--- config.mk ---
export PLATFORM = sky130hd
export DESIGN_NAME = csma_access_ctrl
export DESIGN_NICKNAME = d
export VERILOG_FILES = /design/src/rtl/csma_pkg.sv /design/src/rtl/csma_lfsr.sv /design/src/rtl/csma_tick_timer.sv /design/src/rtl/csma_backoff_sel.sv /design/src/rtl/csma_access_ctrl.sv
export SDC_FILE = /design/constraint.sdc
export NUM_CORES = 1
export LEC_CHECK = 0
export ABC_AREA = 0
export CORE_MARGIN = 4
export CORE_UTILIZATION = 50
export DETAILED_ROUTE_END_ITERATION = 8
export DONT_BUFFER_PORTS = 1
export GPL_ROUTABILITY_DRIVEN = 0
export PLACE_DENSITY_LB_ADDON = 0.08
export SLEW_MARGIN = 10
export SYNTH_ARGS = -nofsm -noshare
export SYNTH_HDL_FRONTEND = slang
export SYNTH_HIERARCHICAL = 1
export SYNTH_SLANG_ARGS = --single-unit
--- constraint.sdc ---
create_clock -name clk_i -period 3.2 [get_ports clk_i]
set_clock_uncertainty 0.1 [all_clocks]
set_input_delay 0.64 -clock clk_i [delete_from_list [all_inputs] [get_ports clk_i]]
set_output_delay 0.64 -clock clk_i [all_outputs]
set_load 0.02 [all_outputs]
--- src/rtl/csma_pkg.sv ---
package csma_pkg;
  typedef enum logic [2:0] {
    ST_IDLE,
    ST_DEFER,
    ST_GAP,
    ST_XMIT,
    ST_JAM,
    ST_BACKOFF
  } csma_state_e;
endpackage

--- src/rtl/csma_lfsr.sv ---
module csma_lfsr #(
  parameter int          OUT_W = 10,
  parameter logic [15:0] SEED  = 16'hACE1
) (
  input  logic             clk_i,
  input  logic             rst_ni,
  output logic [OUT_W-1:0] rnd_o
);
  localparam logic [15:0] TAPS = 16'hB400;
  logic [15:0] lfsr_q;

  always_ff @(posedge clk_i or negedge rst_ni) begin
    if (!rst_ni) lfsr_q <= SEED;
    else         lfsr_q <= {1'b0, lfsr_q[15:1]} ^ (lfsr_q[0] ? TAPS : 16'h0);
  end

  assign rnd_o = lfsr_q[OUT_W-1:0];

  AST_LFSR_NONZERO: assert property (@(posedge clk_i) disable iff (!rst_ni)
    lfsr_q != 16'h0);
endmodule

--- src/rtl/csma_tick_timer.sv ---
module csma_tick_timer #(
  parameter int W = 20
) (
  input  logic         clk_i,
  input  logic         rst_ni,
  input  logic         clr_i,
  input  logic         tick_i,
  output logic [W-1:0] cnt_o
);
  always_ff @(posedge clk_i or negedge rst_ni) begin
    if (!rst_ni)     cnt_o <= '0;
    else if (clr_i)  cnt_o <= '0;
    else if (tick_i) cnt_o <= cnt_o + 1'b1;
  end

  AST_TIMER_HOLD: assert property (@(posedge clk_i) disable iff (!rst_ni)
    (!clr_i && !tick_i) |=> $stable(cnt_o));
endmodule

--- src/rtl/csma_backoff_sel.sv ---
module csma_backoff_sel #(
  parameter int LIMIT = 10,
  parameter int CNT_W = 5
) (
  input  logic [CNT_W-1:0] attempts_i,
  input  logic [LIMIT-1:0] rnd_i,
  output logic [LIMIT-1:0] k_o
);
  int unsigned expo;
  logic [LIMIT-1:0] mask;

  always_comb begin
    expo = (int'(attempts_i) > LIMIT) ? LIMIT : int'(attempts_i);
  end

  for (genvar i = 0; i < LIMIT; i++) begin : g_mask
    assign mask[i] = (i < expo);
  end

  assign k_o = rnd_i & mask;
endmodule

--- src/rtl/csma_access_ctrl.sv ---
module csma_access_ctrl
  import csma_pkg::*;
#(
  parameter int          IFG_BITS      = 96,
  parameter int          JAM_BITS      = 512,
  parameter int          SLOT_BITS     = 512,
  parameter int          BACKOFF_LIMIT = 10,
  parameter int          MAX_ATTEMPTS  = 16,
  parameter logic [15:0] LFSR_SEED     = 16'hACE1,
  localparam int         CNT_W         = $clog2(MAX_ATTEMPTS + 1)
) (
  input  logic             clk_i,
  input  logic             rst_ni,
  input  logic             bit_tick_i,
  input  logic             carrier_i,
  input  logic             collision_i,
  input  logic             tx_req_i,
  input  logic             tx_done_i,
  output logic             tx_grant_o,
  output logic             jam_o,
  output logic             abort_o,
  output logic [CNT_W-1:0] attempts_o
);
  localparam int TMR_W = $clog2((2 ** BACKOFF_LIMIT) * SLOT_BITS + IFG_BITS + JAM_BITS + 1);
  localparam logic [TMR_W-1:0] GAP_END  = TMR_W'(IFG_BITS - 1);
  localparam logic [TMR_W-1:0] JAM_END  = TMR_W'(JAM_BITS - 1);
  localparam logic [TMR_W-1:0] SLOT_T   = TMR_W'(SLOT_BITS);
  localparam logic [CNT_W-1:0] MAX_CNT  = CNT_W'(MAX_ATTEMPTS);

  csma_state_e state_q, state_d;
  logic [CNT_W-1:0]         attempts_q;
  logic [BACKOFF_LIMIT-1:0] k_q, k_next, rnd;
  logic [TMR_W-1:0]         tcnt, bo_target;
  logic                     abort_q;
  logic                     coll_hit, frame_ok, give_up, jam_end;

  csma_lfsr #(.OUT_W(BACKOFF_LIMIT), .SEED(LFSR_SEED)) u_lfsr (
    .clk_i  (clk_i),
    .rst_ni (rst_ni),
    .rnd_o  (rnd)
  );

  csma_tick_timer #(.W(TMR_W)) u_timer (
    .clk_i  (clk_i),
    .rst_ni (rst_ni),
    .clr_i  (state_d != state_q),
    .tick_i (bit_tick_i),
    .cnt_o  (tcnt)
  );

  csma_backoff_sel #(.LIMIT(BACKOFF_LIMIT), .CNT_W(CNT_W)) u_bsel (
    .attempts_i (attempts_q),
    .rnd_i      (rnd),
    .k_o        (k_next)
  );

  assign bo_target = TMR_W'(k_q) * SLOT_T;
  assign jam_end   = (state_q == ST_JAM) && bit_tick_i && (tcnt == JAM_END);
  assign coll_hit  = (state_q == ST_XMIT) && collision_i;
  assign frame_ok  = (state_q == ST_XMIT) && !collision_i && tx_done_i;
  assign give_up   = jam_end && (attempts_q >= MAX_CNT);

  always_comb begin
    state_d = state_q;
    unique case (state_q)
      ST_IDLE:  if (tx_req_i) state_d = ST_DEFER;
      ST_DEFER: if (!carrier_i) state_d = ST_GAP;
      ST_GAP: begin
        if (carrier_i)                             state_d = ST_DEFER;
        else if (bit_tick_i && (tcnt == GAP_END))  state_d = ST_XMIT;
      end
      ST_XMIT: begin
        // collision outranks a done reported in the same cycle
        if (collision_i)    state_d = ST_JAM;
        else if (tx_done_i) state_d = ST_IDLE;
      end
      ST_JAM: begin
        if (jam_end) begin
          if (give_up)          state_d = ST_IDLE;
          else if (k_next == '0) state_d = ST_DEFER;
          else                  state_d = ST_BACKOFF;
        end
      end
      ST_BACKOFF: if (bit_tick_i && (tcnt == bo_target - 1'b1)) state_d = ST_DEFER;
      default: state_d = ST_IDLE;
    endcase
  end

  always_ff @(posedge clk_i or negedge rst_ni) begin
    if (!rst_ni) begin
      state_q    <= ST_IDLE;
      attempts_q <= '0;
      k_q        <= '0;
      abort_q    <= 1'b0;
    end else begin
      state_q <= state_d;
      abort_q <= give_up;
      if (coll_hit)                attempts_q <= attempts_q + 1'b1;
      else if (frame_ok || give_up) attempts_q <= '0;
      if (jam_end) k_q <= k_next;
    end
  end

  assign tx_grant_o = (state_q == ST_XMIT);
  assign jam_o      = (state_q == ST_JAM);
  assign abort_o    = abort_q;
  assign attempts_o = attempts_q;

  AST_GRANT_AFTER_QUIET: assert property (@(posedge clk_i) disable iff (!rst_ni)
    $rose(tx_grant_o) |-> !$past(carrier_i));
  AST_JAM_ON_COLL: assert property (@(posedge clk_i) disable iff (!rst_ni)
    (tx_grant_o && collision_i) |=> (jam_o && !tx_grant_o));
  AST_SUCCESS_CLR: assert property (@(posedge clk_i) disable iff (!rst_ni)
    (tx_grant_o && tx_done_i && !collision_i) |=> (attempts_o == '0));
  AST_ATTEMPT_CAP: assert property (@(posedge clk_i) disable iff (!rst_ni)
    attempts_o <= MAX_CNT);
  AST_ABORT_AFTER_JAM: assert property (@(posedge clk_i) disable iff (!rst_ni)
    abort_o |-> ($past(jam_o) && !jam_o && !tx_grant_o));
endmodule

==> results.md <==
* Status: finished, violations left
* Failing checks: negative setup slack
* WL final at around 7500 um
* Maximum vdd drop at 0.391 mV
* Cell internal pwr at between 1 and 1.5 mW
* CP arrival at 3.53 ns
* IO Pins at 15
* Worst reg2reg path startpoint: attempts_o[4]
* RSZ-0062 raised after global routing: true
* WL met3 at 293 um
* Combinational group share of total power at between 10% and 20%
* Commonest cells after routing, fill and taps aside: 67 x buf_4, 44 x dfrtp_1, 20 x nand2_1, 20 x nor2_1, 17 x o21ai_0
* Total gr overflow at 0
* Max-slew violations at 0
* Clk pwr share at between 30% and 40%
* Fraction of layout cells with a size suffix above 1 at 33.3%
* Chip height at roughly 86 um
* Post-Syn Area per Cell at about 9.9 um^2
* Largest net degree at the start of global routing at 48
* Number of instances in the placed design at 414
* Crit path from: attempts_o[4]
* Setup ws final at -0.166 ns
* Pre-antenna DRT Iters at 4
* DRC viols at 0
* Max Buffers Root-to-Sink at 2
* Synthesis-stage register bit count at 55
* Clk_lat worst skew at roughly 0.33 ns
* Most common cell after layout, fill and taps aside: buf_4
* Crit share post-route at 105%
* Max_slew headroom at ~70%
* Die Width at about 86 um
* Number of global-route vias before repair at about 2,600
* Crit-path cells: or4_4 > o21a_1 > nor4_2 > nand3_1 > a31oi_2 > o311a_1 > a211o_1 > o41a_1 > o2111ai_4 > buf_4 > buf_6 > or3_1 > a21oi_2
* DP Area at 0.00344 mm^2
* Sequential cell area at roughly 0.0014 mm^2
* CTS Sinks at between 50 and 60
* Worst hold path class: in2async
* Main synth FF type: dfrtp_1
* Required @ worst endpoint at around 3.4 ns
* H-Tree Depth at 2
* Via count at ~2,600
* Initial DRC count at around 100
* Post-layout nets at roughly 370
* Hpwl dp at about 5000 um
* EDFF count, synth at 0
* Post-placement worst setup slack at -0.198 ns
* CTS clk-pin slew, worst paths at about 0.11 ns
* Critical-path top delay cell: or4_4
* Worst slew pin tran at approximately 0.45 ns
* Net Sw Frac at approximately 28%
* Initial antenna violation count at 0
* Leakage at 1.71 nW
* Metal2 WL at ~3600 um
* Cell Area, Synth at slightly above 0.003 mm^2
* Top Metal Used: met4
* Register area share after synthesis at between 40% and 50%
* Fin area at between 0.003 and 0.004 mm^2
* N_diodes at 0
* Wl on met1 at ~3400 um
* CP Launch Type: register
* Crit path max fanout at 6
* Drt via density at roughly 5.9
* P&R area growth vs syn at 24.2%
* Bufs and invs on worst path at 2
* Die area at ~0.0074 mm^2
* FILL cells at 500
* Critical path endpoint category: register
* Setup Crit Path Kind: reg2reg
* GR Util All Layers at between 20% and 30%
* Final Hold Fails at 0
* Register-to-Register Setup Slack at -0.17 ns
* WL/cell at approximately 17 um
* Remaining antenna violation count at 0
* Slowest stage delay, CP at between 0.5 and 0.6 ns
* Synth unique cells at just under 60
* Net Sw Power at between 0.4 and 0.5 mW
* Async SR Flop Fraction at 100%
* Fmax at between 200 and 300 MHz
* Final setup viols at 11
* Final Power at approximately 1.5 mW
* Fin cells at 438
* Kind of cell adding the most delay to the critical path: simple AND/OR/NAND/NOR gates
* Pwr/cell area at ~400 mW/mm^2
* Core Area at between 0.005 and 0.006 mm^2
* WHS at approximately 0.037 ns
* Post-Syn Instances at 305
* Synthesized Nets at between 300 and 400
* Yosys Warn Count at 6
* Max_cap viols at 0
* Area of the multi-input gates at roughly 0.0016 mm^2
* Site Rows at 28
* First-pass GRT wire length at between 10,000 and 15,000 um
* CTS Buf Count at 5
* CTS Root Cell: clkbuf_8
* Initial Util at between 50 and 60%
* Sequential power share at a little over half
* Post-route minimum period at between 3 and 4 ns
* Number of buffers added on ports at 0
* CTS tree: yes
-- repair_timing --
action,CTS,global route
buffers inserted,13,2
gates resized for setup,3,13
setup endpoints to repair,11,12
pin swaps,10,8
endpoints found under the hold margin,47,0
hold buffers,1,0
cloned,0,0
-- per-stage QoR --
step                setup TNS, ns  utilization (%)
floorplan                 -0.0592                -
global placement            -1.37             58.0
detailed placement          -1.44             58.0
CTS                        -0.545             62.4
global route                -3.22             63.6
finish                      -1.01             63.6
-- state kept, by name (all words and copies together) (netlist names) --
| name | flops |
|---|---|
| u_timer/cnt_o | 20 |
| attempts_o | 5 |
| abort_o | 1 |
| k_q | 10 |
| u_lfsr/lfsr_q | 16 |
| state_q | 3 |
-- synthesized netlist by cell type, types with 8 or more instances --
cell     instances  area share, %
buf_4           10            2.5
xnor2_1         13            3.8
dfrtp_1         47             39
nand3_1         13            2.1
inv_1           10            1.2
nand2_1         20            2.5
o21ai_0         18            3.0
nor2_1          20            2.5
xor2_1          14            4.0
nor4_1           8            1.7
dfstp_2          8            6.9
a21oi_1         15            2.5
nand4_1         11            2.3
-- per-layer routing --
layer  up-vias  global-route usage (%)
li1       1224                       -
met1      1292                    28.8
met2        51                    33.6
met3        20                    3.46
met4         0                    10.2
met5         -                       0
-- worst paths after layout --
path,to,depth (start not counted)
setup / recovery,u_timer/cnt_o[7],13
setup reg to reg,u_timer/cnt_o[7],13
max in group asynchronous,u_timer/cnt_o[19],1
min in group clk_i,u_lfsr/lfsr_q[11],0
hold reg to reg,u_lfsr/lfsr_q[11],0
hold / removal,u_lfsr/lfsr_q[0],0
-- power groups by stage --
stage | Clock, mW | Combinational, mW | Sequential, mW
floorplan | 0 | 0.0960 | 0.808
global placement | 0 | 0.174 | 0.797
detailed placement | 0 | 0.180 | 0.798
CTS | 0.509 | 0.197 | 0.785
global route | 0.534 | 0.233 | 0.793
finish | 0.498 | 0.211 | 0.786
-- cell type report --
class	instances	share of cell area, %
repair buffers	69	14.4
well taps	75	2.49
flip-flops and latches	55	36.9
clock inverters	3	1.33
multi-input cells	221	42.1
clock buffers	5	1.83
inverters	10	0.996
-- worst reg2reg max path, cell delays in order (launching register included) --
cell and delay (ns):
dfrtp_2 0.42, or4_4 0.53, o21a_1 0.22, nor4_2 0.24
nand3_1 0.14, a31oi_2 0.19, o311a_1 0.19, a211o_1 0.09
o41a_1 0.25, o2111ai_4 0.14, buf_4 0.16, buf_6 0.12
or3_1 0.36, a21oi_2 0.14
-- kinds of logic after synthesis --
group / Yosys count / synth area share [%]
fa+ha+maj: 3 / 1.24
mux: 9 / 3.22
flops: 55 / 45.7
compound gates: 65 / 14.9
buf+inv: 29 / 5.03
xor+xnor: 27 / 7.80
simple gates: 117 / 22.1
No activity file was read; power rests on OpenSTA's default activity.
